<file path="config.mk">
export PLATFORM = sky130hd
export DESIGN_NAME = edac_sec_ded
export DESIGN_NICKNAME = d
export VERILOG_FILES = /design/src/rtl/edac_pkg.sv /design/src/rtl/edac_in_latch.sv /design/src/rtl/edac_checkgen.sv /design/src/rtl/edac_decode.sv /design/src/rtl/edac_sec_ded.sv
export SDC_FILE = /design/constraint.sdc
export NUM_CORES = 1
export LEC_CHECK = 0
export CAP_MARGIN = 30
export CORE_MARGIN = 3
export CORE_UTILIZATION = 48
export CTS_CLUSTER_SIZE = 8
export DETAILED_ROUTE_END_ITERATION = 8
export PLACE_DENSITY_LB_ADDON = 0.12
export SKIP_CTS_REPAIR_TIMING = 1
export SYNTH_ARGS = -nofsm -noshare
export SYNTH_HDL_FRONTEND = slang
export SYNTH_SLANG_ARGS = --single-unit
</file>
<file path="constraint.sdc">
create_clock -name clk -period 6 [get_ports clk]
set_input_delay 1.2 -clock clk [delete_from_list [all_inputs] [get_ports clk]]
set_output_delay 1.2 -clock clk [all_outputs]
set_load 0.01 [all_outputs]
</file>
<file path="src/rtl/edac_pkg.sv">
package edac_pkg;

    localparam int DATA_W = 32;
    localparam int CHK_W  = 7;
    localparam int ODD_CB = 3;   // check bits below this index use XNOR parity
    localparam int CODE_N = 1 << CHK_W;

    // data bits that feed check bit 0
    localparam logic [DATA_W-1:0] CB0_MEMBERS = 32'hB42E_4BD1;
    // column of data bit 0: check bits 0,1,2,3,6
    localparam logic [CHK_W-1:0]  BIT0_CODE   = 7'h4F;

    typedef logic [DATA_W-1:0] data_t;
    typedef logic [CHK_W-1:0]  chk_t;
    typedef logic [DATA_W-1:0][CHK_W-1:0] col_arr_t;
    typedef logic [CHK_W-1:0][DATA_W-1:0] row_arr_t;

    typedef enum logic [1:0] {
        MODE_WRITE     = 2'b00,
        MODE_WRITE_ALT = 2'b01,
        MODE_FLAG      = 2'b10,
        MODE_CORRECT   = 2'b11
    } edac_mode_e;

    typedef struct packed {
        data_t data;
        chk_t  chk;
    } word_t;

    typedef struct packed {
        logic err_n;
        logic merr_n;
    } flags_t;

    function automatic int popcount_chk(input chk_t v);
        int n;
        n = 0;
        for (int i = 0; i < CHK_W; i++) n += int'(v[i]);
        return n;
    endfunction

    // Each data bit gets a distinct odd-weight code of weight >= 3 whose
    // bit 0 agrees with the fixed check-bit-0 membership.
    function automatic col_arr_t build_cols();
        col_arr_t cols;
        int   p_in;
        int   p_out;
        int   lo;
        logic hit;
        logic want;
        chk_t code;
        cols  = '0;
        p_in  = 1;
        p_out = 1;
        for (int j = 0; j < DATA_W; j++) begin
            if (j == 0) begin
                cols[j] = BIT0_CODE;
            end else begin
                hit  = 1'b0;
                want = CB0_MEMBERS[j];
                lo   = want ? p_in : p_out;
                for (int c = 1; c < CODE_N; c++) begin
                    code = chk_t'(c);
                    if (!hit && c >= lo && code[0] == want && code != BIT0_CODE
                        && popcount_chk(code) >= 3 && popcount_chk(code) % 2 == 1) begin
                        cols[j] = code;
                        hit     = 1'b1;
                        if (want) p_in = c + 1;
                        else      p_out = c + 1;
                    end
                end
            end
        end
        return cols;
    endfunction

    localparam col_arr_t COLS = build_cols();

    function automatic row_arr_t build_rows();
        row_arr_t rows;
        for (int r = 0; r < CHK_W; r++)
            for (int j = 0; j < DATA_W; j++)
                rows[r][j] = COLS[j][r];
        return rows;
    endfunction

    localparam row_arr_t ROW_MASKS = build_rows();

endpackage

</file>
<file path="src/rtl/edac_in_latch.sv">
module edac_in_latch
    import edac_pkg::*;
(
    input  logic  clk,
    input  logic  rst,
    input  logic  lat_en,
    input  word_t live,
    output word_t eff
);
    word_t held;

    always_ff @(posedge clk) begin
        if (rst)         held <= '0;
        else if (lat_en) held <= live;
    end

    assign eff = lat_en ? live : held;

    assert_hold_stable_R8: assert property (@(posedge clk) disable iff (rst)
        !lat_en |=> $stable(held));

endmodule

</file>
<file path="src/rtl/edac_checkgen.sv">
module edac_checkgen
    import edac_pkg::*;
(
    input  data_t data,
    output chk_t  chk
);
    for (genvar r = 0; r < CHK_W; r++) begin : g_row
        if (r < ODD_CB) begin : g_odd
            assign chk[r] = ~^(data & ROW_MASKS[r]);
        end else begin : g_even
            assign chk[r] = ^(data & ROW_MASKS[r]);
        end
    end

endmodule

</file>
<file path="src/rtl/edac_decode.sv">
module edac_decode
    import edac_pkg::*;
(
    input  logic   clk,
    input  logic   rst,
    input  word_t  word,
    input  chk_t   regen,
    output chk_t   syn,
    output data_t  fixed,
    output flags_t flags
);
    chk_t  zeros;
    data_t flip;
    logic  any_err;
    logic  chk_hit;
    logic  fixable;

    assign syn   = ~(word.chk ^ regen);
    assign zeros = ~syn;

    for (genvar j = 0; j < DATA_W; j++) begin : g_col
        assign flip[j] = (zeros == COLS[j]);
    end

    assign fixed = word.data ^ flip;

    always_comb begin
        any_err      = |zeros;
        chk_hit      = (popcount_chk(zeros) == 1);
        fixable      = (^zeros) && ((|flip) || chk_hit);
        flags.err_n  = ~any_err;
        flags.merr_n = ~(any_err && !fixable);
    end

    assert_flag_grade_R4: assert property (@(posedge clk) disable iff (rst)
        !flags.merr_n |-> !flags.err_n);

endmodule

</file>
<file path="src/rtl/edac_sec_ded.sv">
module edac_sec_ded
    import edac_pkg::*;
(
    input  logic        clk,
    input  logic        rst,
    input  logic [1:0]  mode_sel,
    input  logic        lat_en,
    input  logic [31:0] data_in,
    input  logic [6:0]  chk_in,
    output logic [31:0] data_out,
    output logic [6:0]  chk_out,
    output logic        err_n,
    output logic        merr_n
);
    edac_mode_e mode;
    word_t      live;
    word_t      eff;
    chk_t       regen;
    chk_t       syn;
    data_t      fixed;
    flags_t     flags;

    assign mode = edac_mode_e'(mode_sel);
    assign live = '{data: data_in, chk: chk_in};

    edac_in_latch i_latch (
        .clk    (clk),
        .rst    (rst),
        .lat_en (lat_en),
        .live   (live),
        .eff    (eff)
    );

    edac_checkgen i_gen (
        .data (eff.data),
        .chk  (regen)
    );

    edac_decode i_dec (
        .clk   (clk),
        .rst   (rst),
        .word  (eff),
        .regen (regen),
        .syn   (syn),
        .fixed (fixed),
        .flags (flags)
    );

    always_comb begin
        data_out = eff.data;
        chk_out  = regen;
        err_n    = 1'b1;
        merr_n   = 1'b1;
        case (mode)
            MODE_FLAG: begin
                chk_out = eff.chk;
                err_n   = flags.err_n;
                merr_n  = flags.merr_n;
            end
            MODE_CORRECT: begin
                data_out = fixed;
                chk_out  = syn;
                err_n    = flags.err_n;
                merr_n   = flags.merr_n;
            end
            default: ;
        endcase
    end

    assert_write_idle_R9: assert property (@(posedge clk) disable iff (rst)
        !mode_sel[1] |-> (err_n && merr_n));

    assert_single_fix_R5: assert property (@(posedge clk) disable iff (rst)
        (mode_sel == 2'b11) |-> $onehot0(data_out ^ eff.data));

    assert_clean_syndrome_R6: assert property (@(posedge clk) disable iff (rst)
        (mode_sel == 2'b11) |-> (err_n == (chk_out == 7'h7F)));

    assert_clean_nofix_R2: assert property (@(posedge clk) disable iff (rst)
        (mode_sel == 2'b11 && err_n) |-> (data_out == eff.data));

endmodule

</file>
# --- After elaboration in Yosys (flattened, before gate mapping) ---
# Index checks and enable logic that the tools add are counted.
totals:
  regBits: 39
  latchBits: 0
  ram_bits: 0
  mem_bits_ro: 0
  input_bits: 44
  output_inout_bits: 41
  mem_count: 0
op_classes:
  add_sub_neg: 6
  n_mul: 0
  n_div: 0
  magnitude_cmp: 0
  n_eq_ne: 35
  shift: 0
  mux: 5
  bitwise_logic: 6
  reduce_logical: 15
ops:
  columns: ["operator", "n"]
  rows:
  - ["32-bit by 2-bit adder with 32-bit output", 5]
  - ["32-bit parity", 4]
  - ["7-bit by 6-bit == test with 1-bit output (second input constant)", 15]
  - ["32-bit XNOR reduction", 3]
  - ["7-bit by 5-bit == test with 1-bit output (second input constant)", 7]
  - ["7-bit == test (second input constant)", 6]
  - ["39-bit two-way mux", 1]
  - ["32-bit by 2-bit == test with 1-bit output (second input constant)", 1]
  - ["32-bit two-way mux", 1]
  - ["32-bit OR reduction", 1]
  - ["32-bit bitwise XOR", 1]
  - ["7-bit by 4-bit == test with 1-bit output (second input constant)", 3]
  - ["7-bit inverter", 2]
  - ["7-bit case mux with 2 select lines", 1]
  - ["7-bit by 3-bit == test with 1-bit output (second input constant)", 1]
  - ["7-bit OR reduction", 1]
  - ["7-bit parity", 1]
  - ["7-bit bitwise XOR", 1]
  - ["2-bit == test (second input constant)", 2]
  - ["1-bit by 1-bit adder with 2-bit output", 1]
  - ["1-bit logical AND", 2]
  - ["1-bit two-way mux", 2]
  - ["1-bit inverter", 2]
  - ["2-bit OR reduction", 1]
  - ["2 further kinds", 2]

# --- Depth between registers and ports, before layout ---
depth:
  depth_word: 18
  ltp_mapped: 21
  depth_no_buf: 19

# --- By module ---
# From an unflattened synthesis, not the netlist that was laid out.
unflattened:
  cells_unflattened: 403
  area_unflattened_um2: 4025.1
by_module_without_submodules:
  columns: ["mod", "instances", "cells_each", "area_per_inst_um2", "seq_area_each_um2"]
  rows:
  - ["edac_in_latch", 1, 125, 1545.2, 780.7]
  - ["edac_decode", 1, 156, 1118.6, 0.0]
  - ["edac_sec_ded", 1, 62, 724.4, 0.0]
  - ["edac_checkgen", 1, 60, 636.9, 0.0]

# --- Worst setup path before layout ---
# OpenSTA, ideal clock, no wires.
synth_path:
  path_type: "input-to-output"
  start: "input port lat_en"
  end: "output port merr_n"
  t_arrival_ps: 5319
  required_time_ps: 4800
  path_slack_ps: -519
  cell_stages: 20
  path_cell_list: "buf_4 buf_4 mux2i_1 xnor2_1 xor2_1 xnor2_1 xor2_1 ha_1 fa_1 inv_1 fa_1 ha_1 inv_1 fa_1 nor2_1 nand3_1 a21oi_1 nor2b_1 a22o_1 a31oi_1"
synth_via:
  elab_chain_cells: 18
synth_rtl:
  columns: ["element", "line_no", "rtl"]
  rows:
  - ["from (decl)", "edac_sec_ded.sv:7", "input logic lat_en,"]
  - ["39-bit two-way mux *", "edac_in_latch.sv:17", "assign eff = lat_en ? live : held;"]
  - ["32-bit XNOR reduction", "edac_checkgen.sv:9", "assign chk[r] = ~^(data & ROW_MASKS[r]);"]
  - ["7-bit bitwise XOR *", "edac_decode.sv:18", "assign syn = ~(word.chk ^ regen);"]
  - ["7-bit inverter *", "edac_decode.sv:18", null]
  - ["7-bit inverter *", "edac_decode.sv:19", "assign zeros = ~syn;"]
  - ["1-bit by 1-bit adder with 2-bit output", "edac_pkg.sv:38", "for (int i = 0; i < CHK_W; i++) n += int'(v[i]);"]
  - ["32-bit by 2-bit adder with 32-bit output (5 in a row)", "edac_pkg.sv:38", null]
  - ["32-bit by 2-bit == test with 1-bit output", "edac_decode.sv:29", "chk_hit = (popcount_chk(zeros) == 1);"]
  - ["1-bit logical OR", "edac_decode.sv:30", "fixable = (^zeros) && ((|flip) || chk_hit);"]
  - ["1-bit logical AND", "edac_decode.sv:30", null]
  - ["1-bit logical NOT", "edac_decode.sv:32", "flags.merr_n = ~(any_err && !fixable);"]
  - ["1-bit logical AND *", "edac_decode.sv:32", null]
  - ["1-bit inverter *", "edac_decode.sv:32", null]
  - ["1-bit two-way mux *", "edac_sec_ded.sv:54", "case (mode)"]
  - ["to (decl)", "edac_sec_ded.sv:13", "output logic merr_n"]
# Mark *: on every way between the ends. The rest lies on a longest branch, timed or not.

# --- Worst setup path after layout ---
layout_path:
  start: "input port data_in[14]"
  end: "output port merr_n"
layout_via:
  elab_chain_cells: 18
layout_rtl:
  columns: ["element", "line_no", "rtl"]
  rows:
  - ["from (decl)", "edac_sec_ded.sv:8", "input logic [31:0] data_in,"]
  - ["39-bit two-way mux *", "edac_in_latch.sv:17", null]
  - ["32-bit XNOR reduction", "edac_checkgen.sv:9", null]
  - ["7-bit bitwise XOR *", "edac_decode.sv:18", null]
  - ["7-bit inverter *", "edac_decode.sv:18", null]
  - ["7-bit inverter *", "edac_decode.sv:19", null]
  - ["1-bit by 1-bit adder with 2-bit output", "edac_pkg.sv:38", null]
  - ["32-bit by 2-bit adder with 32-bit output (5 in a row)", "edac_pkg.sv:38", null]
  - ["32-bit by 2-bit == test with 1-bit output", "edac_decode.sv:29", null]
  - ["1-bit logical OR", "edac_decode.sv:30", null]
  - ["1-bit logical AND", "edac_decode.sv:30", null]
  - ["1-bit logical NOT", "edac_decode.sv:32", null]
  - ["1-bit logical AND *", "edac_decode.sv:32", null]
  - ["1-bit inverter *", "edac_decode.sv:32", null]
  - ["1-bit two-way mux *", "edac_sec_ded.sv:54", null]
# Marked as above.

==> summary.md <==
| Metric | Value |
|---|---|
| Longest Clk Path Bufs | 2 |
| Fin nets | 740 |
| Inserted Diodes | 0 |
| F_max | between 0.1 and 0.15 GHz |
| Seq/Total Area, Yosys | between 10% and 20% |
| Register Area | approximately 800 µm² |
| DPL Wire Length | 10.3 mm |
| GRT Max-Usage Layer | met2 |
| Post-DRT Antenna Nets | 0 |
| Endpoints failing setup | 1 |
| Yosys warns | 0 |
| Post-synthesis adder-cell area fraction | under 10% |
| 1st-pass router iterations | 6 |
| Final Wtd Congestion | ~0.95 |
| Worst-margin pin slew | between 0.6 and 0.7 ns |
| Mapped Cells | roughly 470 |
| Post-placement cell area | approximately 0.0059 mm² |
| Static Leakage | 3.40 nW |
| Area Overhead vs Synth | 60.3% |
| Worst setup SP type | input port |
| Port bufs | 84 |
| Worst EP required | ~4.8 ns |
| Synth Area in XOR/XNOR | between 30% and 40% |
| Simple-Gate Fraction of Synth Area | between 10% and 20% |
| DR vias | ~4100 |
| Synth top area cells | dfxtp_1 (19%), xnor2_1 (18%), mux2i_1 (14%) |
| Met2 Use GR | between 40% and 50% |
| Post-synth top area share | between 10% and 20% |
| Number of flip-flops in the largest register | 39 |
| Gr usage total | between 20% and 30% |
| Core Rows | 33 |
| Top Family by Delay on Critical Path | adder cells |
| Largest family of logic cells by synthesized area | XOR/XNOR gates |
| Die area | between 0.009 and 0.01 mm² |
| Clock Skew | 0 ns |
| Initial antenna violation count | 0 |
| Avg Vias per Cell | around 5.3 |
| Max Slew Vio Count | 0 |
| Iter 0 DRT Violations | between 300 and 400 |
| Most flops, register | i_latch.held |
| Clk Tree Root Cell | clkbuf_8 |
| Number of max-cap violations | 0 |
| Fraction of layout cells with a size suffix above 1 | around 32% |
| Compound-cell area share of the yosys netlist | around 6% |
| #FFs+latches synth | 39 |
| Core Util, Final | approximately four fifths |
| Die Span X | roughly 98 µm |
| Violations in the final reports | setup timing |
| Wire per inst | approximately 17 µm |
| Reg clk slew, reported paths | 0.08 ns |
| Met1 usage | 35.4% |
| Setup ws final | -0.908 ns |
| Final worst-path cycle share | 115% |
| Crit path cell chain | buf_8, buf_6, xnor3_1, xnor2_1, mux2i_1, xnor2_2, xnor2_2, xnor2_2, ha_4, fa_1, inv_2, fa_1, ha_2, inv_2, fa_2, nor2_1, nand3_1, a21oi_2, nor2b_1, a22o_1, a31oi_2, buf_2 |
| Crit path DAT | between 5 and 6 ns |
| Hold_ws | around 0.59 ns |
| Status | complete, but fails checks |
| Vias in the first global route | 4150 |
| Crit path kind | in2out |
| Worst path depth | 22 |
| RSZ-0062 raised after global routing | true |
| Met3 Resource Use GR | roughly 3.4% |
| Die Y | 98.3 µm |
| Setup TNS | -0.908 ns |
| Area taken by multi-input logic gates | between 0.003 and 0.004 mm² |
| Synth top cells by count | xnor2_1 (83), nor2_1 (68), mux2i_1 (59) |
| Design area | 0.00655 mm² |
| Async S/R FF share, synth | 0% |
| Top_reg_cell synth | dfxtp_1 |
| Max rail drop VDD | roughly 0.57 mV |
| Synth area leader | dfxtp_1 |
| Multiplexer share of the synthesized area | 15.6% |
| Hold crit path type | reg2reg |
| CP peak stage delay | around 0.56 ns |
| # clock sinks | 39 |
| Starting Density | between 40 and 50% |
| R2R depth | 3 |
| Gr ovfl total | 0 |
| Top Registers | i_latch.held x39 |
| Post-synth EDFFs | 0 |
| Power per Cell Area | about 550 mW/mm² |
| Hold path depth | 2 |
| H-tree levels | 2 |
| CP Capture Type | primary output |
| Top-count cell post-synth | xnor2_1 |
| Tmin final | 6.91 ns |
| Hold Fails Final Rpt | 0 |
| CTS tree | built |
| Worst Path Buf+Inv | 5 |
| CORE AREA | roughly 0.0083 mm² |
| Final wirelength | 13.7 mm |
| CP dominant cell by count | xnor2_2 |
| # fillers | 583 |
| Residual DRC | 0 |
| CP max-delay cell | fa_1 |
| Synthesized Nets | ~530 |
| Final Total Pwr | ~3.6 mW |
| First-pass GRT wire length | about 21 mm |
| Largest net degree at the start of global routing | 40 |
| Critical path fanouts, max | 2 |
| Top-Level Pins | 85 |
| Later-pin clock latency in the skew report | about 0.29 ns |
| Avg Inst Size Synth | between 8 and 9 µm² |
| Syn Std Cell Area | between 0.004 and 0.005 mm² |
| Synth cell types | 42 |
| TritonCTS buffer count | 5 |
| Max_slew headroom | a little under 60% |
==> per-layer routing <==
layer | vias up | share of wire [%]
met5 | - | 0
met4 | 0 | 1.5
met3 | 26 | 6.4
met2 | 185 | 51
met1 | 1963 | 41
li1 | 1975 | -
==> through the flow <==
| step | worst slack, ns | std cells |
|---|---|---|
| floorplan | -0.374 | 472 |
| global placement | -1.70 | 764 |
| detailed placement | -1.79 | 764 |
| CTS | -1.83 | 771 |
| global route | -1.15 | 783 |
| finish | -0.908 | 783 |
==> report_power, final <==
group          internal [mW]  total [mW]  switching, mW
clock                  0.122       0.227          0.105
combinational           1.56        3.09           1.53
sequential             0.274       0.286         0.0119
==> layout make-up <==
class / instances / area share [%]
clock buffers: 6 / 1.11
clock inverters: 1 / 0.458
inverters: 13 / 0.783
multi-input cells: 397 / 53.1
flip-flops and latches: 39 / 11.9
well taps: 105 / 2.01
repair buffers: 222 / 30.6
==> path summary, 6_finish.rpt <==
check | to | slack [ns] | startpoint
max | merr_n | -0.91 | data_in[14]
max reg2reg | i_latch.held[4]$_SDFF_PP0_ | 5.02 | i_latch.held[4]$_SDFF_PP0_
min | i_latch.held[26]$_SDFF_PP0_ | 0.59 | i_latch.held[26]$_SDFF_PP0_
min reg2reg | i_latch.held[26]$_SDFF_PP0_ | 0.59 | i_latch.held[26]$_SDFF_PP0_
==> worst register-to-register path: stages (launching register included) <==
cell and delay (ns):
dfxtp_1 0.31, mux2i_1 0.31, buf_4 0.20, nor2_1 0.04
==> logic make-up (layout without fill, tap and decap cells) <==
| family | count (synthesis) | count (layout) |
|---|---|---|
| buf+inv | 36 | 242 |
| compound gates | 35 | 35 |
| flops | 39 | 39 |
| fa+ha+maj | 18 | 18 |
| xor+xnor | 138 | 138 |
| mux | 62 | 62 |
| simple gates | 144 | 144 |
==> layout by cell type (no fill, tap or decap), types with 4 or more instances in the layout <==
master,count
clkbuf_8,5
xor2_1,37
clkdlybuf4s50_1,30
xnor2_2,15
inv_1,9
o21ai_0,10
mux2i_2,7
clkbuf_2,4
a32oi_1,5
nand2_1,39
dlymetal6s2s_1,46
xor2_2,4
a22o_1,5
xnor3_1,13
ha_1,9
nor2_1,59
nor2_2,9
dfxtp_1,39
xnor2_1,65
buf_4,134
mux2i_1,51
nand4_1,5
nand3_1,18
buf_6,4
Note: power is estimated with default switching activity, not from simulation.
